[src/rtl/xtrig_pkg.sv]
package xtrig_pkg;
  localparam int NUM_CH     = 4;
  localparam int DATA_W     = 32;
  localparam int CTRL_OFS   = 'h00;
  localparam int SRC_BASE   = 'h20;
  localparam int SINK_BASE  = 'hA0;
  localparam int REG_STRIDE = 4;

  typedef logic [NUM_CH-1:0] chmask_t;
endpackage

[src/rtl/xtrig_sync.sv]
module xtrig_sync #(
  parameter int W      = 8,
  parameter int STAGES = 2
) (
  input  logic         clk,
  input  logic         rst,
  input  logic [W-1:0] d,
  output logic [W-1:0] q
);
  logic [W-1:0] stage_q [STAGES];

  always_ff @(posedge clk) begin
    if (rst) begin
      for (int k = 0; k < STAGES; k++) stage_q[k] <= '0;
    end else begin
      stage_q[0] <= d;
      for (int k = 1; k < STAGES; k++) stage_q[k] <= stage_q[k-1];
    end
  end

  assign q = stage_q[STAGES-1];
endmodule

[src/rtl/xtrig_regs.sv]
module xtrig_regs
  import xtrig_pkg::*;
#(
  parameter int NUM_IN  = 8,
  parameter int NUM_OUT = 8,
  parameter int ADDR_W  = 8
) (
  input  logic                      clk,
  input  logic                      rst,
  input  logic                      dbg_attached,
  input  logic                      bus_valid,
  input  logic                      bus_write,
  input  logic [ADDR_W-1:0]         bus_addr,
  input  logic [DATA_W-1:0]         bus_wdata,
  output logic                      bus_ack,
  output logic [DATA_W-1:0]         bus_rdata,
  output logic                      en_o,
  output chmask_t [NUM_IN-1:0]      src_o,
  output chmask_t [NUM_OUT-1:0]     sink_o
);
  logic                  en_q;
  chmask_t [NUM_IN-1:0]  src_q;
  chmask_t [NUM_OUT-1:0] sink_q;
  logic [NUM_IN-1:0]     hit_src;
  logic [NUM_OUT-1:0]    hit_sink;
  logic                  hit_ctrl, hit_any;
  logic                  wr_ok, rd_ok;
  logic [DATA_W-1:0]     rd_mux;
  logic                  ack_q;
  logic [DATA_W-1:0]     rdata_q;
  logic                  unused_wdata;

  assign unused_wdata = ^bus_wdata[DATA_W-1:NUM_CH];

  assign wr_ok    = bus_valid && dbg_attached && bus_write;
  assign rd_ok    = bus_valid && dbg_attached && !bus_write;
  assign hit_ctrl = (bus_addr == ADDR_W'(CTRL_OFS));

  for (genvar i = 0; i < NUM_IN; i++) begin : g_src_dec
    assign hit_src[i] = (bus_addr == ADDR_W'(SRC_BASE + REG_STRIDE * i));
  end
  for (genvar j = 0; j < NUM_OUT; j++) begin : g_sink_dec
    assign hit_sink[j] = (bus_addr == ADDR_W'(SINK_BASE + REG_STRIDE * j));
  end
  assign hit_any = hit_ctrl || (|hit_src) || (|hit_sink);

  always_ff @(posedge clk) begin
    if (rst) begin
      en_q   <= 1'b0;
      src_q  <= '0;
      sink_q <= '0;
    end else if (wr_ok) begin
      if (hit_ctrl) en_q <= bus_wdata[0];
      for (int i = 0; i < NUM_IN; i++)
        if (hit_src[i]) src_q[i] <= bus_wdata[NUM_CH-1:0];
      for (int j = 0; j < NUM_OUT; j++)
        if (hit_sink[j]) sink_q[j] <= bus_wdata[NUM_CH-1:0];
    end
  end

  always_comb begin
    rd_mux = '0;
    if (hit_ctrl) rd_mux[0] = en_q;
    for (int i = 0; i < NUM_IN; i++)
      if (hit_src[i]) rd_mux[NUM_CH-1:0] = src_q[i];
    for (int j = 0; j < NUM_OUT; j++)
      if (hit_sink[j]) rd_mux[NUM_CH-1:0] = sink_q[j];
  end

  always_ff @(posedge clk) begin
    if (rst) begin
      ack_q   <= 1'b0;
      rdata_q <= '0;
    end else begin
      ack_q   <= bus_valid;
      rdata_q <= rd_ok ? rd_mux : '0;
    end
  end

  assign bus_ack   = ack_q;
  assign bus_rdata = rdata_q;
  assign en_o      = en_q;
  assign src_o     = src_q;
  assign sink_o    = sink_q;

  assert_locked_write_R7: assert property (@(posedge clk) disable iff (rst)
    (bus_valid && bus_write && !dbg_attached) |=>
      ($stable(en_q) && $stable(src_q) && $stable(sink_q)));

  assert_locked_read_R7: assert property (@(posedge clk) disable iff (rst)
    (bus_valid && !bus_write && !dbg_attached) |=> (bus_rdata == '0));

  assert_undef_write_R8: assert property (@(posedge clk) disable iff (rst)
    (bus_valid && bus_write && !hit_any) |=>
      ($stable(en_q) && $stable(src_q) && $stable(sink_q)));

  assert_ack_follows_R9: assert property (@(posedge clk) disable iff (rst)
    bus_valid |=> bus_ack);

  assert_ack_idle_R9: assert property (@(posedge clk) disable iff (rst)
    !bus_valid |=> (!bus_ack && bus_rdata == '0));

  assert_upper_zero_R3: assert property (@(posedge clk) disable iff (rst)
    bus_ack |-> (bus_rdata[DATA_W-1:NUM_CH] == '0));
endmodule

[src/rtl/xtrig_fabric.sv]
module xtrig_fabric
  import xtrig_pkg::*;
#(
  parameter int NUM_IN  = 8,
  parameter int NUM_OUT = 8
) (
  input  logic                  clk,
  input  logic                  rst,
  input  logic                  en,
  input  logic [NUM_IN-1:0]     trig_s,
  input  chmask_t [NUM_IN-1:0]  src,
  input  chmask_t [NUM_OUT-1:0] sink,
  output logic [NUM_OUT-1:0]    trig_out
);
  chmask_t            chan;
  logic [NUM_OUT-1:0] out_q;

  for (genvar c = 0; c < NUM_CH; c++) begin : g_chan
    logic [NUM_IN-1:0] feed;
    for (genvar i = 0; i < NUM_IN; i++) begin : g_feed
      assign feed[i] = trig_s[i] & src[i][c];
    end
    assign chan[c] = en & (|feed);
  end

  for (genvar j = 0; j < NUM_OUT; j++) begin : g_out
    always_ff @(posedge clk) begin
      if (rst) out_q[j] <= 1'b0;
      else     out_q[j] <= |(chan & sink[j]);
    end
  end

  assign trig_out = out_q;

  assert_disabled_low_R6: assert property (@(posedge clk) disable iff (rst)
    !en |=> (trig_out == '0));

  assert_idle_channels_R10: assert property (@(posedge clk) disable iff (rst)
    (trig_s == '0) |=> (trig_out == '0));

  assert_no_sink_R5: assert property (@(posedge clk) disable iff (rst)
    (sink == '0) |=> (trig_out == '0));
endmodule

[src/rtl/xtrig_router.sv]
module xtrig_router
  import xtrig_pkg::*;
#(
  parameter int NUM_IN  = 8,
  parameter int NUM_OUT = 8,
  parameter int ADDR_W  = 8,
  parameter int SYNC_STAGES = 2
) (
  input  logic               clk,
  input  logic               rst,
  input  logic               dbg_attached,
  input  logic               bus_valid,
  input  logic               bus_write,
  input  logic [ADDR_W-1:0]  bus_addr,
  input  logic [DATA_W-1:0]  bus_wdata,
  output logic               bus_ack,
  output logic [DATA_W-1:0]  bus_rdata,
  input  logic [NUM_IN-1:0]  trig_in,
  output logic [NUM_OUT-1:0] trig_out
);
  logic                  en;
  chmask_t [NUM_IN-1:0]  src;
  chmask_t [NUM_OUT-1:0] sink;
  logic [NUM_IN-1:0]     trig_s;

  xtrig_regs #(.NUM_IN(NUM_IN), .NUM_OUT(NUM_OUT), .ADDR_W(ADDR_W)) u_regs (
    .clk          (clk),
    .rst          (rst),
    .dbg_attached (dbg_attached),
    .bus_valid    (bus_valid),
    .bus_write    (bus_write),
    .bus_addr     (bus_addr),
    .bus_wdata    (bus_wdata),
    .bus_ack      (bus_ack),
    .bus_rdata    (bus_rdata),
    .en_o         (en),
    .src_o        (src),
    .sink_o       (sink)
  );

  xtrig_sync #(.W(NUM_IN), .STAGES(SYNC_STAGES)) u_sync (
    .clk (clk),
    .rst (rst),
    .d   (trig_in),
    .q   (trig_s)
  );

  xtrig_fabric #(.NUM_IN(NUM_IN), .NUM_OUT(NUM_OUT)) u_fabric (
    .clk      (clk),
    .rst      (rst),
    .en       (en),
    .trig_s   (trig_s),
    .src      (src),
    .sink     (sink),
    .trig_out (trig_out)
  );

  assert_reset_low_R1: assert property (@(posedge clk)
    rst |=> (trig_out == '0 && bus_rdata == '0 && !bus_ack));
endmodule

[config.mk]
export PLATFORM = sky130hd
export DESIGN_NAME = xtrig_router
export DESIGN_NICKNAME = d
export VERILOG_FILES = /design/src/rtl/xtrig_pkg.sv /design/src/rtl/xtrig_sync.sv /design/src/rtl/xtrig_regs.sv /design/src/rtl/xtrig_fabric.sv /design/src/rtl/xtrig_router.sv
export SDC_FILE = /design/constraint.sdc
export NUM_CORES = 1
export LEC_CHECK = 0
export CAP_MARGIN = 20
export CORE_MARGIN = 1
export CORE_UTILIZATION = 55
export CTS_CLUSTER_DIAMETER = 150
export DETAILED_ROUTE_END_ITERATION = 12
export PLACE_DENSITY = 0.86
export SYNTH_ARGS = -nofsm -noshare
export SYNTH_HDL_FRONTEND = slang
export SYNTH_SLANG_ARGS = --single-unit
[constraint.sdc]
create_clock -name clk -period 2.8 [get_ports clk]
set_clock_uncertainty 0.05 [all_clocks]
set_input_delay 0.42 -clock clk [delete_from_list [all_inputs] [get_ports clk]]
set_output_delay 0.42 -clock clk [all_outputs]
set_load 0.02 [all_outputs]
; ---- Yosys cells after proc, flatten, opt, wreduce, memory -nomap -nowiden
; Memories as Yosys holds them, arrays and structs flattened.
; Cells that the tools add are included.
[totals]
mem_bits_rw = 16
reg_bits = 106
output_inout_bits = 41
in_bits = 53
memories = 1
wordCells = 149
[classes]
n_eq_ne = 16
n_mux = 22
bitwise = 47
reduce_logical = 35
[mem_list]
columns = name, depth, word_bits, rd, rd_clocked_by_memory_dff, write_ports, line_no
row1 = u_sync.stage_q, 2, 8, 2, 0, 2, xtrig_sync.sv:10  ; logic [W-1:0] stage_q [STAGES];
[ops]
columns = cell, n
row1 = "8-bit by 6-bit == test with 1-bit output, second input constant", 8
row2 = "8-bit == test, second input constant", 8
row3 = 4-bit two-way mux, 16
row4 = 1-bit bitwise AND, 36
row5 = 2-bit AND reduction, 17
row6 = 4-bit bitwise AND, 8
row7 = 4-bit OR reduction, 8
row8 = 8-bit OR reduction, 4
row9 = 8-bit two-way mux, 2
row10 = 8-bit logical NOT, 1
row11 = 1-bit two-way mux, 4
row12 = 1-bit logical AND, 3
row13 = 1-bit OR, 2
row14 = 2-bit OR reduction, 1
row15 = 1-bit logical NOT, 1
row16 = 1-bit inverter, 1

; ---- Depth between registers and ports, before layout
[logic_depth]
ltp_word = 18
mapped_depth = 8
mapped_depth_nobuf = 5

; ---- Modules after synthesis
; From an unflattened synthesis, not the netlist that was laid out.
[unflattened]
cells_unflattened = 538
hier_area_um2 = 4708.3
[by_module_without_submodules]
columns = mod, area_each_um2, seq_area_each_um2, cells_per_inst, n_inst
row1 = xtrig_regs, 3671.0, 1401.3, 443, 1
row2 = xtrig_sync, 524.3, 320.3, 41, 1
row3 = xtrig_fabric, 513.0, 160.2, 54, 1

; ---- Least setup slack after synthesis
; No wires, ideal clock.
[synth_path]
kind = input to register
from = in bus_addr[1]
to = reg u_regs.en_q (netlist: u_regs.en_o)
path_buffers = 1
arrival_ps = 1675
setup_time_ps = 128
path_slack_ps = 947
t_required_ps = 2622
stages = 6
path_cell_list = or2_1 > buf_2 > or3_4 > or3_1 > mux2i_1 > nor2_1
[synth_via]
elab_chain_cells = 2
[synth_lines]
columns = element, line_no
row1 = "start, declared", xtrig_router.sv:14  ; input logic [ADDR_W-1:0] bus_addr,
row2 = 8-bit logical NOT, xtrig_regs.sv:37  ; assign hit_ctrl = (bus_addr == ADDR_W'(CTRL_OFS));
row3 = 2-bit AND reduction (no line), -
row4 = "end signal, assigned", xtrig_regs.sv:53  ; if (hit_ctrl) en_q <= bus_wdata[0];
row5 = "end, declared", xtrig_regs.sv:21  ; logic en_q;
; No other way between the ends.
; A chain may end at the register's enable or synchronous reset.

; ---- Worst setup path in the final report
[layout_path]
from = in bus_addr[2]
to = reg u_regs.rdata_q[3] (netlist: u_regs.bus_rdata[3])
[layout_via]
elab_chain_cells = 17
elab_cells_between_ends = 32
classes_between = eq/ne: 16 / mux: 16
[layout_lines]
columns = element, line_no
row1 = 8-bit by 6-bit == test with 1-bit output, xtrig_regs.sv:40  ; assign hit_src[i] = (bus_addr == ADDR_W'(SRC_BASE + REG_STRIDE * i));
row2 = 4-bit two-way mux (8 in series), xtrig_regs.sv:65  ; if (hit_src[i]) rd_mux[NUM_CH-1:0] = src_q[i];
row3 = 4-bit two-way mux (7 in series), xtrig_regs.sv:67  ; if (hit_sink[j]) rd_mux[NUM_CH-1:0] = sink_q[j];
row4 = 4-bit two-way mux *, xtrig_regs.sv:67
row5 = "end signal, assigned", xtrig_regs.sv:76  ; rdata_q <= rd_ok ? rd_mux : '0;
row6 = "end, declared", xtrig_regs.sv:30  ; logic [DATA_W-1:0] rdata_q;
; Mark *: on every way between the ends. The rest lies on a longest branch, timed or not.

==> impl_results.md <==
* Status: completed
* Internal power at 1.74 mW
* Worst r2r path cells at 5
* Hpwl dp at 8410 um
* Worst setup margin at 542 ps
* Most used DFF post-synth: dfxtp_1
* First-pass DRT Iterations at 6
* P per Cell Area at 464 nW/um^2
* Fin crit share at 80.7%
* Clock-pin slew on the worst setup and hold paths at 90 ps
* CTS Buffer Depth at 2
* MaxCap Viol Count at 0
* Combinational power share at 9.2%
* Largest net degree at the start of global routing at 91
* GR Overflow Total at 0
* Number of synthesized flops with an enable pin at 0
* Mapped Area at 4540 sq um
* Clock power share at 33.4%
* First-pass GRT wire length at 19,400 um
* Hold Path Depth at 4
* Synth Warn # at 0
* Clk Latency, worst-skew pair at 380 ps
* Dpl ws at 220 ps
* Worst path bufs/invs at 2
* # IOs at 94
* Initial Util at 57.9%
* Die height at 92.9 um
* Post-synth cell types at 49
* Hold Violations, Final at 0
* Part of the power in registers at 57.4%
* Hold Path Class: in -> reg
* Total track usage at 29.4%
* Minimum clock period after layout at 2260 ps
* Switching power at 0.625 mW
* CP endpoint kind: flip-flop
* Num rows at 32
* DR WL/cell at 18.4 um
* CP Class: in -> reg
* Avg Vias per Cell at 6.31
* R2r startpoint: u_regs.sink_o[0]$_SDFFE_PP0P_
* Total number of vias at 4,219
* CTS tree: yes
* Clk root buf: clkbuf_8
* TritonCTS buffer count at 9
* Vias in the first global route at 3,865
* Die width at 92.9 um
* Routability cong. at 1.02
* Initial antenna violation count at 0
* Family with the most delay on the worst path: buffers and inverters
* Final setup fails at 0
* CP required at 3020 ps
* Detailed-route DRC error count at 0
* NumNets Final at 616
* Average size of a mapped cell at 8.47 sq um
* Layout fillers at 659
* Ant diodes at 0
* Setup crit start kind: input pin
* CP arrival at 2480 ps
* Fmax at 443 MHz
* Core area at 7850 sq um
* CP peak stage delay at 650 ps
* Worst Max-Slew Pin Slew at 885 ps
* Post-Syn Instances at 536
* Htree depth at 3
* Worst flop-to-flop path endpoint: u_regs.bus_rdata[0]$_SDFF_PP0_
* Crit Path Max Fanout at 32
* Pleak at 1.62 nW
* Layout Cell Area excl Fill at 5090 sq um
* RSZ-0062 raised after global routing: no
* CTS hold repair buffers at 0
* Commonest cells after routing, fill and taps aside: 94 x dfxtp_1, 61 x a21oi_1, 60 x nand2_1, 45 x nand3_1, 36 x clkdlybuf4s50_1
* Post-CTS sizing at 0
* CP max stage cell: clkdlybuf4s50_1
* Synth async-reset ratio at 0%
* Most common cell after layout, fill and taps aside: dfxtp_1
* Final TNS setup at 0 ps
* Hold Crit Start: rst
* Final WL at 12,300 um
* Rel. slew slack at 41.0%
* Postcts setup bufs at 0
* VDD IR max at 0.310 mV
* Area growth syn-to-layout at 12.1%
* Cell Chain, Critical Path: clkdlybuf4s50_1, buf_12, nand2b_1, o21ai_0, or4_1, a211oi_1
* DIE AREA at 8620 sq um
* Final Max Slew Viols at 0
* Synth Register Bits at 94
* Post-DRT Antenna Nets at 0
* Sequential share of the synthesized area at 41.4%
* Switching Fraction at 26.5%
* R2R setup slack at 1090 ps
* 1st-iter DRT viols at 449
* CTS sink cnt at 94
* Number of port buffers at 37
* Share of layout cells above drive strength 1 at 8.82%
* Worst Hold End: u_regs.bus_rdata[2]$_SDFF_PP0_
* Area after DPL at 4920 sq um
[stage by stage]
stage	utilization, %	cells	hold slack, ps	total power [mW]
floorplan	-	563	364	1.55
global placement	62.8	654	373	1.59
detailed placement	62.8	654	378	1.60
CTS	64.8	669	342	2.36
global route	64.8	669	395	2.43
finish	64.8	669	379	2.36
[how the worst max path moves through the flow]
stage               slack (ps)  cells after the start                        endpoint        start
floorplan                  950                      6        u_regs.en_o$_SDFFE_PP0P_  bus_addr[1]
global placement           290                      7  u_regs.bus_rdata[3]$_SDFF_PP0_  bus_addr[2]
detailed placement         220                      6  u_regs.bus_rdata[3]$_SDFF_PP0_  bus_addr[2]
CTS                        610                      6  u_regs.bus_rdata[3]$_SDFF_PP0_  bus_addr[2]
global route               480                      6  u_regs.bus_rdata[3]$_SDFF_PP0_  bus_addr[2]
finish                     540                      6  u_regs.bus_rdata[3]$_SDFF_PP0_  bus_addr[2]
[power by group through the flow]
stage / clock (mW) / sequential, mW / combinational (mW)
2_1_floorplan: 0 / 1.38 / 0.168
3_3_place_gp: 0 / 1.39 / 0.206
3_5_place_dp: 0 / 1.39 / 0.210
4_1_cts: 0.796 / 1.35 / 0.211
5_1_grt: 0.845 / 1.36 / 0.230
6_report: 0.789 / 1.36 / 0.217
[worst reg2reg max path, cell delays in order (launching register included)]
cell and delay, ps:
dfxtp_1 380, inv_1 50, o311a_1 360, a211oi_1 320
o31ai_1 140, a211oi_1 300
[routing by layer]
layer  routed length (um)  part of all wire, %  track usage (%)  vias up
met1                 4970                   40             37.3     1995
met4                  493                  4.0             15.8        0
li1                     -                    -                -     1932
met3                 1060                  8.6             6.16       52
met5                    0                    0                0        -
met2                 5770                   47             46.5      240
[cell families after synthesis]
kind of cell | after synthesis | share of synthesized area (%)
flip-flops | 94 | 41.4
other | 1 | 0.0826
buffers and inverters | 74 | 9.26
AND/OR/NAND/NOR | 187 | 20.8
AO/OA/AOI/OAI | 153 | 21.3
multiplexers | 27 | 7.11
[cells in the mapped netlist, types with 6 or more instances]
cell type / count / area, sq um
inv_1: 6 / 22.5
a21oi_1: 61 / 305
o22ai_1: 8 / 50.1
buf_2: 15 / 75.1
a22oi_1: 33 / 248
buf_4: 31 / 233
nand2b_1: 6 / 37.5
nand3_1: 45 / 225
mux2i_1: 21 / 210
nand2_1: 60 / 225
o21ai_0: 18 / 90.1
nor2_1: 31 / 116
clkbuf_1: 21 / 78.8
a211oi_1: 7 / 52.6
dfxtp_1: 94 / 1880
nor2b_1: 20 / 125
[cell type report]
| class | instances | area (sq um) | share of cell area, % |
|---|---|---|---|
| Clock buffer | 9 | 124 | 2.43 |
| Clock inverter | 6 | 40.0 | 0.787 |
| Inverter | 6 | 22.5 | 0.443 |
| Multi-Input combinational cell | 395 | 2340 | 46.0 |
| Sequential cell | 94 | 1880 | 37.0 |
| Tap cell | 102 | 128 | 2.51 |
| Timing Repair Buffer | 57 | 553 | 10.9 |
[state kept, by name (all words and copies together) (netlist names)]
register,flops
u_regs.bus_rdata,4
u_fabric.trig_out,8
u_regs.src_o,32
u_sync.stage_q,16
u_regs.sink_o,32
u_regs.en_o,1
u_regs.bus_ack,1
Note: power is estimated with default switching activity, not from simulation.
